--- config.mk ---
export PLATFORM = sky130hd
export DESIGN_NAME = tagdemux
export DESIGN_NICKNAME = d
export VERILOG_FILES = /design/src/rtl/tagdemux_pkg.sv /design/src/rtl/tagdemux_ctrl.sv /design/src/rtl/tagdemux_dp.sv /design/src/rtl/tagdemux.sv
export SDC_FILE = /design/constraint.sdc
export NUM_CORES = 1
export LEC_CHECK = 0
export ABC_AREA = 1
export BUFFER_PORTS_ARGS = -buffer_cell sky130_fd_sc_hd__buf_4
export CORE_ASPECT_RATIO = 0.7
export CORE_MARGIN = 8
export CORE_UTILIZATION = 53
export DETAILED_ROUTE_END_ITERATION = 10
export PLACE_DENSITY = 0.82
export SLEW_MARGIN = 20
export SYNTH_ARGS = -nofsm -noshare
export SYNTH_HDL_FRONTEND = slang
export SYNTH_HIERARCHICAL = 1
export SYNTH_SLANG_ARGS = --single-unit
--- constraint.sdc ---
create_clock -name clk -period 2.35 [get_ports clk]
set_input_delay 0.3525 -clock clk [delete_from_list [all_inputs] [get_ports clk]]
set_output_delay 0.3525 -clock clk [all_outputs]
set_load 0.01 [all_outputs]
--- src/rtl/tagdemux_pkg.sv ---
package tagdemux_pkg;

  typedef enum logic [1:0] {
    TAG_I   = 2'b00,
    TAG_Q   = 2'b01,
    TAG_CTL = 2'b10,
    TAG_END = 2'b11
  } wordTag_e;

  localparam int SEQ_W    = 6;
  localparam int SAMPLE_W = 14;
  localparam logic [SEQ_W-1:0] OPEN_PATTERN = '1;
  localparam logic [7:0]       CLOSE_CHAR   = 8'h45;

  // strobes from the command controller to the datapath
  typedef struct packed {
    logic             store;
    logic [SEQ_W-1:0] slot;
  } ctlStrobe_t;

endpackage

--- src/rtl/tagdemux_ctrl.sv ---
module tagdemux_ctrl
  import tagdemux_pkg::*;
#(
  parameter int MAX_PARAMS = 63
) (
  input  logic             clk,
  input  logic             rst,
  input  logic             wordValid,
  input  logic [15:0]      wordIn,
  output ctlStrobe_t       stb,
  output logic             cmdValid,
  output logic [7:0]       cmdCode,
  output logic [SEQ_W-1:0] cmdLen,
  output logic             cmdErr
);

  localparam logic [SEQ_W-1:0] CAP = SEQ_W'(MAX_PARAMS);

  logic             active;
  logic [SEQ_W-1:0] count;
  logic             isCtl, isEnd, isOpen, isParam;
  logic [SEQ_W-1:0] seqField;
  logic [7:0]       lowByte;

  always_comb begin
    isCtl     = wordValid && wordIn[15];
    isEnd     = isCtl && (wordTag_e'(wordIn[15:14]) == TAG_END);
    seqField  = wordIn[13:8];
    lowByte   = wordIn[7:0];
    isOpen    = isCtl && !isEnd && (seqField == OPEN_PATTERN);
    isParam   = isCtl && !isEnd && !isOpen;
    stb.store = isParam && active && (seqField == count) && (count < CAP);
    stb.slot  = count;
  end

  always_ff @(posedge clk) begin
    if (rst) begin
      active   <= 1'b0;
      count    <= '0;
      cmdCode  <= '0;
      cmdValid <= 1'b0;
      cmdErr   <= 1'b0;
    end else begin
      cmdValid <= 1'b0;
      if (isOpen) begin
        if (active) cmdErr <= 1'b1;
        active  <= 1'b1;
        count   <= '0;
        cmdCode <= lowByte;
      end else if (isParam) begin
        if (stb.store) begin
          count <= count + SEQ_W'(1);
        end else begin
          cmdErr <= 1'b1;
          active <= 1'b0;
        end
      end else if (isEnd) begin
        if (active && lowByte == CLOSE_CHAR) cmdValid <= 1'b1;
        else cmdErr <= 1'b1;
        active <= 1'b0;
      end
    end
  end

  assign cmdLen = count;

  AST_CMD_PULSE: assert property (@(posedge clk) disable iff (rst)
    cmdValid |=> !cmdValid);
  AST_CMD_FROM_CLOSE: assert property (@(posedge clk) disable iff (rst)
    cmdValid |-> $past(wordValid && wordIn[15:14] == 2'b11 && wordIn[7:0] == 8'h45));
  AST_ERR_STICKY: assert property (@(posedge clk) disable iff (rst)
    cmdErr |=> cmdErr);
  AST_LEN_BOUND: assert property (@(posedge clk) disable iff (rst)
    cmdLen <= CAP);

endmodule

--- src/rtl/tagdemux_dp.sv ---
module tagdemux_dp
  import tagdemux_pkg::*;
#(
  parameter int MAX_PARAMS = 63
) (
  input  logic                    clk,
  input  logic                    rst,
  input  logic                    wordValid,
  input  logic [15:0]             wordIn,
  input  ctlStrobe_t              stb,
  output logic                    iqValid,
  output logic [SAMPLE_W-1:0]     iData,
  output logic [SAMPLE_W-1:0]     qData,
  output logic                    pairErr,
  output logic [8*MAX_PARAMS-1:0] cmdParams
);

  logic                isI, isQ;
  logic                haveI;
  logic [SAMPLE_W-1:0] heldI;

  assign isI = wordValid && (wordTag_e'(wordIn[15:14]) == TAG_I);
  assign isQ = wordValid && (wordTag_e'(wordIn[15:14]) == TAG_Q);

  always_ff @(posedge clk) begin
    if (rst) begin
      haveI   <= 1'b0;
      heldI   <= '0;
      iqValid <= 1'b0;
      iData   <= '0;
      qData   <= '0;
      pairErr <= 1'b0;
    end else begin
      iqValid <= 1'b0;
      if (isI) begin
        if (haveI) pairErr <= 1'b1;
        heldI <= wordIn[SAMPLE_W-1:0];
        haveI <= 1'b1;
      end else if (isQ) begin
        if (haveI) begin
          iData   <= heldI;
          qData   <= wordIn[SAMPLE_W-1:0];
          iqValid <= 1'b1;
          haveI   <= 1'b0;
        end else begin
          pairErr <= 1'b1;
        end
      end
    end
  end

  // one byte register per parameter slot
  for (genvar g = 0; g < MAX_PARAMS; g++) begin : gSlot
    always_ff @(posedge clk) begin
      if (rst) cmdParams[8*g +: 8] <= '0;
      else if (stb.store && stb.slot == SEQ_W'(g)) cmdParams[8*g +: 8] <= wordIn[7:0];
    end
  end

  AST_IQ_PULSE: assert property (@(posedge clk) disable iff (rst)
    iqValid |=> !iqValid);
  AST_PAIR_STICKY: assert property (@(posedge clk) disable iff (rst)
    pairErr |=> pairErr);
  AST_SLOT_IN_RANGE: assert property (@(posedge clk) disable iff (rst)
    stb.store |-> (int'(stb.slot) < MAX_PARAMS));
  AST_STORE_IS_CTL: assert property (@(posedge clk) disable iff (rst)
    stb.store |-> (wordValid && wordIn[15:14] == 2'b10));

endmodule

--- src/rtl/tagdemux.sv ---
module tagdemux
  import tagdemux_pkg::*;
#(
  parameter int MAX_PARAMS = 63
) (
  input  logic                    clk,
  input  logic                    rst,
  input  logic                    wordValid,
  input  logic [15:0]             wordIn,
  output logic                    iqValid,
  output logic [13:0]             iData,
  output logic [13:0]             qData,
  output logic                    pairErr,
  output logic                    cmdValid,
  output logic [7:0]              cmdCode,
  output logic [5:0]              cmdLen,
  output logic [8*MAX_PARAMS-1:0] cmdParams,
  output logic                    cmdErr
);

  ctlStrobe_t stb;

  tagdemux_ctrl #(.MAX_PARAMS(MAX_PARAMS)) u_ctrl (
    .clk(clk), .rst(rst), .wordValid(wordValid), .wordIn(wordIn),
    .stb(stb), .cmdValid(cmdValid), .cmdCode(cmdCode), .cmdLen(cmdLen),
    .cmdErr(cmdErr)
  );

  tagdemux_dp #(.MAX_PARAMS(MAX_PARAMS)) u_dp (
    .clk(clk), .rst(rst), .wordValid(wordValid), .wordIn(wordIn),
    .stb(stb), .iqValid(iqValid), .iData(iData), .qData(qData),
    .pairErr(pairErr), .cmdParams(cmdParams)
  );

endmodule

==> results of run 1 <==
-- registers in the layout (all words and copies together) (netlist names) --
signal           count
u_ctrl/active        1
u_ctrl/cmdCode       8
u_ctrl/cmdErr        1
u_ctrl/cmdLen        6
u_ctrl/cmdValid      1
u_dp/cmdParams     504
u_dp/haveI           1
u_dp/heldI          14
u_dp/iData          14
u_dp/iqValid         1
u_dp/pairErr         1
u_dp/qData          14
-- final cells by class --
cell class                 instances  area, um^2
inverter                          59         244
multi-input combinational       2383        9910
sequential                       566       11300
clock inverter                    18         201
clock buffer                      77        1540
fill                            3482       12100
tap                              552         691
timing repair buffer             723        5880
-- synthesized netlist by cell type --
cell type,n,area share
clkbuf_1,89,0.015
nand3_2,3,0.0013
inv_1,45,0.0076
nor3_1,1,0.00022
dfxtp_1,566,0.51
buf_4,12,0.0040
nand2_4,2,0.0010
nand3_1,517,0.12
buf_1,78,0.013
nand2_1,631,0.11
nand4_1,6,0.0017
clkinv_1,1,0.00017
o21ai_1,1,0.00022
buf_2,50,0.011
nor2_8,1,0.00090
a21oi_2,2,0.00078
a21oi_1,41,0.0092
nor2_2,3,0.00084
o21ai_0,24,0.0054
nand2_2,3,0.00084
nor2_1,1139,0.19
inv_2,13,0.0022
o21ai_2,1,0.00039
nor2_4,3,0.0015
nand3_4,1,0.00078
xnor2_1,1,0.00039
nand3b_1,2,0.00067
ha_1,1,0.00056
-- logic make-up (layout without fill, tap and decap cells) --
family | Yosys count | after routing | synth area share
simple gates | 2312 | 2312 | 0.423
flops | 566 | 566 | 0.507
compound gates | 69 | 69 | 0.0160
buf+inv | 288 | 877 | 0.0532
fa+ha+maj | 1 | 1 | 0.000560
xor+xnor | 1 | 1 | 0.000392
-- power groups by stage --
stage / Combinational [mW] / Clock [mW] / Sequential (mW)
after global placement: 0.786 / 0 / 9.83
after detailed placement: 0.793 / 0 / 9.83
after floorplan: 0.499 / 0 / 9.83
after global routing: 0.881 / 9.17 / 9.61
after CTS: 0.797 / 8.72 / 9.62
final: 0.823 / 8.68 / 9.62
-- stage by stage --
| step | util | cell area [um^2] | cells | power, mW |
|---|---|---|---|---|
| floorplan | - | 22300 | 3237 | 10.3 |
| global placement | 0.667 | 28000 | 4281 | 10.6 |
| detailed placement | 0.667 | 28000 | 4281 | 10.6 |
| CTS | 0.709 | 29700 | 4376 | 19.1 |
| global route | 0.710 | 29800 | 4378 | 19.7 |
| finish | 0.710 | 29800 | 4378 | 19.1 |
-- worst max-delay path, stage by stage (launching register included) --
cell       delay, ns
dfxtp_1         0.34
ha_1            0.23
nand2_1         0.10
nor2_1          0.05
nand2_1         0.12
nand2_2         0.09
inv_2           0.07
nand3_4         0.09
inv_4           0.11
nand3_1         0.13
buf_12          0.19
inv_8           0.15
clkbuf_16       0.23
nand3_1         0.10
nand2_1         0.10
nor2_1          0.04
-- layer usage --
metal	global-route usage	part of all wire	vias up
met3	0.0714	0.11	243
met1	0.431	0.39	11045
li1	-	-	11252
met4	0.147	0.047	0
met5	0	0	-
met2	0.522	0.45	1435
-- timing repair --
| action | in CTS | in global routing |
|---|---|---|
| setup endpoints to repair | 1 | 112 |
| resized for setup | 1 | 7 |
| cloned | 0 | 2 |
| setup buffers | 0 | 0 |
-- worst max path at each step --
| stage | to | depth (start not counted) |
|---|---|---|
| after floorplan | u_dp/cmdParams[133]$_SDFFE_PP0P_ | 14 |
| final | u_dp/cmdParams[406]$_SDFFE_PP0P_ | 15 |
| after detailed placement | u_dp/cmdParams[307]$_SDFFE_PP0P_ | 14 |
| after global routing | u_dp/cmdParams[447]$_SDFFE_PP0P_ | 15 |
| after global placement | u_dp/cmdParams[370]$_SDFFE_PP0P_ | 12 |
| after CTS | u_dp/cmdParams[370]$_SDFFE_PP0P_ | 13 |
==> impl_summary.log, run 1 <==
INFO  metric avgViaCountPerCell = 5.48
INFO  metric global_route.overflow_total = 0
INFO  metric timing.final.crit_share = 0.952
INFO  metric clock_tree.htree_level_count = 2
INFO  metric worstPathRequired = 2.82 ns
INFO  metric route.antenna.remaining_nets = 0
INFO  metric first_global_vias = 21707
INFO  metric post_route_cells_drive_above_1_share = 0.225
INFO  metric netlist_area = 22300 um^2
INFO  metric startpoint_class_of_the_critical_path = register
INFO  metric leading_cell_type_in_the_layout_fill_and_taps_excluded = nor2_1
INFO  metric wl_per_cell = 19.6 um
INFO  metric antenna-diode-count = 0
INFO  metric tightestPinTransition = 0.770 ns
INFO  metric mostFrequentLayoutCells = 1121 x nor2_1, 688 x buf_4, 631 x nand2_1
INFO  metric pwr-share-seq = 0.503
INFO  metric antenna_found_initial = 0
INFO  metric place_worst_setup_slack = 0.0152 ns
INFO  metric placementRows = 63
INFO  metric place_hpwl = 57800 um
INFO  metric groute.usage.overall = 0.330
INFO  metric power.switching_fraction = 0.226
INFO  metric post_cts_hold_buffer_count = 0
INFO  metric report.final.slew_viol_count = 0
INFO  metric setup.reg_to_reg.worst_slack = 0.11 ns
INFO  metric cp-end-kind = register
INFO  metric port-buffer-count = 568
INFO  metric power.static_leakage = 13.3 nW
INFO  metric worstRegToRegCells = 15
INFO  metric setup_viol = 0
INFO  metric cts_max_path_buffers = 3
INFO  metric share_comb_of_total_power = 0.043
INFO  metric ir_drop = 517 uV
INFO  metric initialDrtViolationCount = 2812
INFO  metric clk_transition_reported_paths = 0.07 ns
INFO  metric final.min_clock_period = 2.24 ns
INFO  metric detail_route.drc_violations = 0
INFO  metric clock.fmax = 447 MHz
INFO  metric maximum_number_of_pins_on_one_net_before_global_route_repair = 79
INFO  metric timing.clock.skew = 0.0151 ns
INFO  metric synth_seq_area_share = 0.507
INFO  metric via_count = 23975
INFO  metric worstSkewPairLatency = 0.58 ns
INFO  metric dieHeight = 188 um
INFO  metric internal_power = 14.8 mW
INFO  metric outcome = finished, final reports clean
INFO  metric hold-path-endpoint = u_ctrl/cmdValid$_SDFF_PP0_
INFO  metric hp-start = wordIn[14]
INFO  metric clk_root_buffer_cell = clkbuf_16
INFO  metric synthesis.yosys.warnings = 6
INFO  metric worst_hold_slack = 0.0808 ns
INFO  metric placeableCoreArea = 41900 um^2
INFO  metric yosys_register_bits = 566
INFO  metric wl = 85900 um
INFO  metric p_per_area = 642 nW/um^2
INFO  metric syn_to_final_growth = 33.3%
INFO  metric max_cap_violations = 0
INFO  metric cts_tree = done
INFO  metric floorplan.io_pins = 569
INFO  metric dieArea = 49100 um^2
INFO  metric die_w = 261 um
INFO  metric setup_total_negative_slack = 0 ns
INFO  metric final-hold-violation-count = 0
INFO  metric arrival = 2.70 ns
INFO  metric reg2reg_launch_point = u_ctrl/cmdLen[1]$_SDFFE_PP0P_
INFO  metric criticalPathCategory = reg2reg
INFO  metric rsz0062_at_grt = true
INFO  metric grt_first_pass_wirelength = 129000 um
INFO  metric timing.slew.headroom = 0.485
INFO  metric timing.hold.worst.class = in2reg
INFO  metric dr.pass1.iters = 6
INFO  metric post-route-worst-setup-slack = 0.112 ns
INFO  metric total_number_of_nets_in_the_final_design = 3805
INFO  metric yosys.cell_types.count = 28
INFO  metric end_of_the_worst_register_to_register_path = u_dp/cmdParams[406]$_SDFFE_PP0P_
INFO  metric numCtsBuffers = 52
INFO  metric critPathLaunch = u_ctrl/cmdLen[1]$_SDFFE_PP0P_
INFO  metric postSynthAreaPerCell = 6.90 um^2
INFO  metric power.clock.fraction = 0.454
INFO  metric syn_nets = 3257
INFO  metric routabilityCongestion = 0.916
INFO  metric hold-path-cell-count = 3
INFO  metric floorplan.initialDensity = 0.533
INFO  metric power_switching = 4.33 mW
INFO  metric crit_fanout = 24
INFO  metric cts_num_sinks = 566
INFO  metric synthesis.instances = 3237
(Power assumes the default switching activity.)
==> run 2, diff against run 1 <==
--- a/config.mk
+++ b/config.mk
@@ -8,9 +8,11 @@
 export ABC_AREA = 1
 export BUFFER_PORTS_ARGS = -buffer_cell sky130_fd_sc_hd__buf_4
 export CORE_ASPECT_RATIO = 0.7
-export CORE_MARGIN = 8
+export CORE_MARGIN = 4
 export CORE_UTILIZATION = 53
 export DETAILED_ROUTE_END_ITERATION = 10
+export GPL_TIMING_DRIVEN = 0
+export HOLD_SLACK_MARGIN = 0.15
 export PLACE_DENSITY = 0.82
 export SLEW_MARGIN = 20
 export SYNTH_ARGS = -nofsm -noshare
==> impl_summary.log, run 2 (same netlist as run 1, synthesis figures left out) <==
INFO  metric power.switching_fraction = 0.231
INFO  metric cts_num_sinks = 566
INFO  metric failed_checks = negative setup slack
INFO  metric placeableCoreArea = 41300 um^2
INFO  metric power.static_leakage = 13.2 nW
INFO  metric crit_fanout = 10
INFO  metric power.clock.fraction = 0.460
INFO  metric place.detailed.instances = 4349
INFO  metric timing.final.crit_share = 1.01
INFO  metric place_worst_setup_slack = -0.697 ns
INFO  metric outcome = complete, but fails checks
INFO  metric post_route_cells_drive_above_1_share = 0.220
INFO  metric placementRows = 62
INFO  metric clock.fmax = 420 MHz
INFO  metric setup_viol = 5
INFO  metric largest-register = u_dp/cmdParams
INFO  metric via_count = 25128
INFO  metric cp_cell_sequence = dlygate4sd3_1 > buf_4 > clkinv_1 > clkbuf_1 > clkbuf_1 > nand2_1 > nor2_1
INFO  metric cp_slowest_stage_delay = 0.71 ns
INFO  metric largest_reg_flops = 504
INFO  metric numCtsBuffers = 54
INFO  metric final.min_clock_period = 2.38 ns
INFO  metric port-buffer-count = 568
INFO  metric dieHeight = 180 um
INFO  metric rsz0062_at_grt = true
INFO  metric dr.pass1.iters = 6
INFO  metric dieArea = 45600 um^2
INFO  metric pwr-share-seq = 0.494
INFO  metric arrival = 2.90 ns
INFO  metric setup.reg_to_reg.worst_slack = 0 ns
INFO  metric cts_tree = done
INFO  metric initialDrtViolationCount = 3103
INFO  metric worstRegToRegCells = 7
INFO  metric fin_total_pwr = 19.5 mW
INFO  metric cts_max_path_buffers = 3
INFO  metric post-route-worst-setup-slack = -0.0297 ns
INFO  metric maximum_number_of_pins_on_one_net_before_global_route_repair = 15
INFO  metric final-hold-violation-count = 0
INFO  metric timing.critical_path.slowest_stage_cell = clkbuf_1
INFO  metric floorplan.io_pins = 569
INFO  metric share_comb_of_total_power = 0.047
INFO  metric total_number_of_nets_in_the_final_design = 3916
INFO  metric wl_per_cell = 21.3 um
INFO  metric critPathLaunch = rst
INFO  metric timing.hold.worst.class = reg2reg
INFO  metric antenna_found_initial = 1
INFO  metric groute.usage.overall = 0.393
INFO  metric report.final.slew_viol_count = 0
INFO  metric placement.cell_area = 27300 um^2
INFO  metric finalNonFillerCells = 4479
INFO  metric detail_route.drc_violations = 0
INFO  metric worst_setup_path_endpoint = u_dp/cmdParams[131]$_SDFFE_PP0P_
INFO  metric cp-end-kind = register
INFO  metric critical_path.top_delay_family = buffers and inverters
INFO  metric criticalPathCategory = in2reg
INFO  metric avgViaCountPerCell = 5.61
INFO  metric first_global_vias = 22449
INFO  metric worstPathRequired = 2.87 ns
INFO  metric power_switching = 4.49 mW
INFO  metric ff_latch_area = 11300 um^2
INFO  metric p_per_area = 644 nW/um^2
INFO  metric clock_tree.htree_level_count = 2
INFO  metric crit_path_frequent_cell = clkbuf_1
INFO  metric syn_to_final_growth = 35.4%
INFO  metric clk_root_buffer_cell = clkbuf_16
INFO  metric mostFrequentLayoutCells = 1075 x nor2_1, 628 x nand2_1, 598 x buf_4
INFO  metric leading_cell_type_in_the_layout_fill_and_taps_excluded = nor2_1
INFO  metric worstSkewPairLatency = 0.60 ns
INFO  metric setup_total_negative_slack = -0.0888 ns
INFO  metric antenna-diode-count = 0
INFO  metric reg2reg_launch_point = u_ctrl/cmdLen[3]$_SDFFE_PP0P_
INFO  metric grt_first_pass_wirelength = 138000 um
INFO  metric num-fill-cells = 3444
INFO  metric tightestPinTransition = 0.916 ns
INFO  metric critical_path_buf_inv_count = 5
INFO  metric routabilityCongestion = 0.954
INFO  metric global_route.overflow_total = 0
INFO  metric multi_input_area = 10300 um^2
INFO  metric timing.slew.headroom = 0.390
INFO  metric clk_transition_reported_paths = 0.06 ns
INFO  metric ir_drop = 498 uV
INFO  metric postLayoutCellArea = 30300 um^2
INFO  metric max_cap_violations = 0
INFO  metric end_of_the_worst_register_to_register_path = u_dp/cmdParams[247]$_SDFFE_PP0P_
INFO  metric floorplan.initialDensity = 0.540
INFO  metric internal_power = 15.0 mW
INFO  metric timing.clock.skew = 0.0318 ns
INFO  metric place_hpwl = 70400 um
INFO  metric route.antenna.remaining_nets = 0
INFO  metric critical_path_depth = 7
INFO  metric startpoint_class_of_the_critical_path = primary input
INFO  metric die_w = 253 um
INFO  metric wl = 95200 um
==> run 2: cell types whose count changed in the layout (fill, tap and decap cells not counted), sizes merged <==
cell	change
dlygate4sd3	+19
clkinv	-3
clkinvlp	-1
buf	+2
clkbuf	+92
==> run 2: worst min-delay path by stage <==
stage | from | to | slack, ns | cells past startpoint
after CTS | u_ctrl/cmdCode[6]$_SDFFE_PP0P_ | u_ctrl/cmdCode[6]$_SDFFE_PP0P_ | 0.45 | 2
final | u_ctrl/cmdCode[6]$_SDFFE_PP0P_ | u_ctrl/cmdCode[6]$_SDFFE_PP0P_ | 0.45 | 2
after global placement | u_ctrl/cmdCode[6]$_SDFFE_PP0P_ | u_ctrl/cmdCode[6]$_SDFFE_PP0P_ | 0.43 | 2
after floorplan | rst | u_ctrl/active$_SDFFE_PP0P_ | 0.41 | 1
after global routing | u_ctrl/cmdCode[1]$_SDFFE_PP0P_ | u_ctrl/cmdCode[1]$_SDFFE_PP0P_ | 0.47 | 2
after detailed placement | u_ctrl/cmdCode[6]$_SDFFE_PP0P_ | u_ctrl/cmdCode[6]$_SDFFE_PP0P_ | 0.44 | 2
==> run 2: per-layer routing <==
| metal | global-route usage | share of wire | wire length [um] |
|---|---|---|---|
| met4 | 0.195 | 0.059 | 5590 |
| met5 | 0 | 0 | 0 |
| met2 | 0.582 | 0.42 | 40300 |
| met1 | 0.532 | 0.39 | 37400 |
| met3 | 0.106 | 0.13 | 11900 |
==> run 2: what timing repair did <==
item                       4_1_cts  5_1_grt
gates cloned                     0        2
gates resized for setup        161      127
buffers inserted                 2       12
pin swaps                        5        9
hold buffers                    19        0
setup endpoints to repair      504      497
hold endpoints to repair        37        0
==> run 2: worst min-delay path, stage by stage, from the launching register on <==
cell	delay (ns)
dfxtp_1	0.31
inv_1	0.05
a21oi_1	0.05
==> run 2: power by group through the flow <==
stage | Clock [mW] | Combinational, mW | Sequential [mW]
after floorplan | 0 | 0.499 | 9.83
after global placement | 0 | 0.819 | 9.83
after detailed placement | 0 | 0.825 | 9.83
after CTS | 8.96 | 0.856 | 9.62
after global routing | 9.37 | 0.963 | 9.61
final | 8.95 | 0.909 | 9.62
==> run 2: final cells by class <==
class	count	area share
Sequential cell	566	0.375
Multi-Input combinational cell	2383	0.340
Timing Repair Buffer	603	0.152
Clock buffer	81	0.0533
Buffer	229	0.0429
Tap cell	544	0.0225
Inverter	59	0.00790
Clock inverter	14	0.00612
==> run 2: metrics by stage <==
stage           util  hold slack, ns
2_1_floorplan      -           0.415
3_3_place_gp   0.660           0.435
3_5_place_dp   0.660           0.440
4_1_cts        0.721           0.449
5_1_grt        0.732           0.474
6_report       0.732           0.451
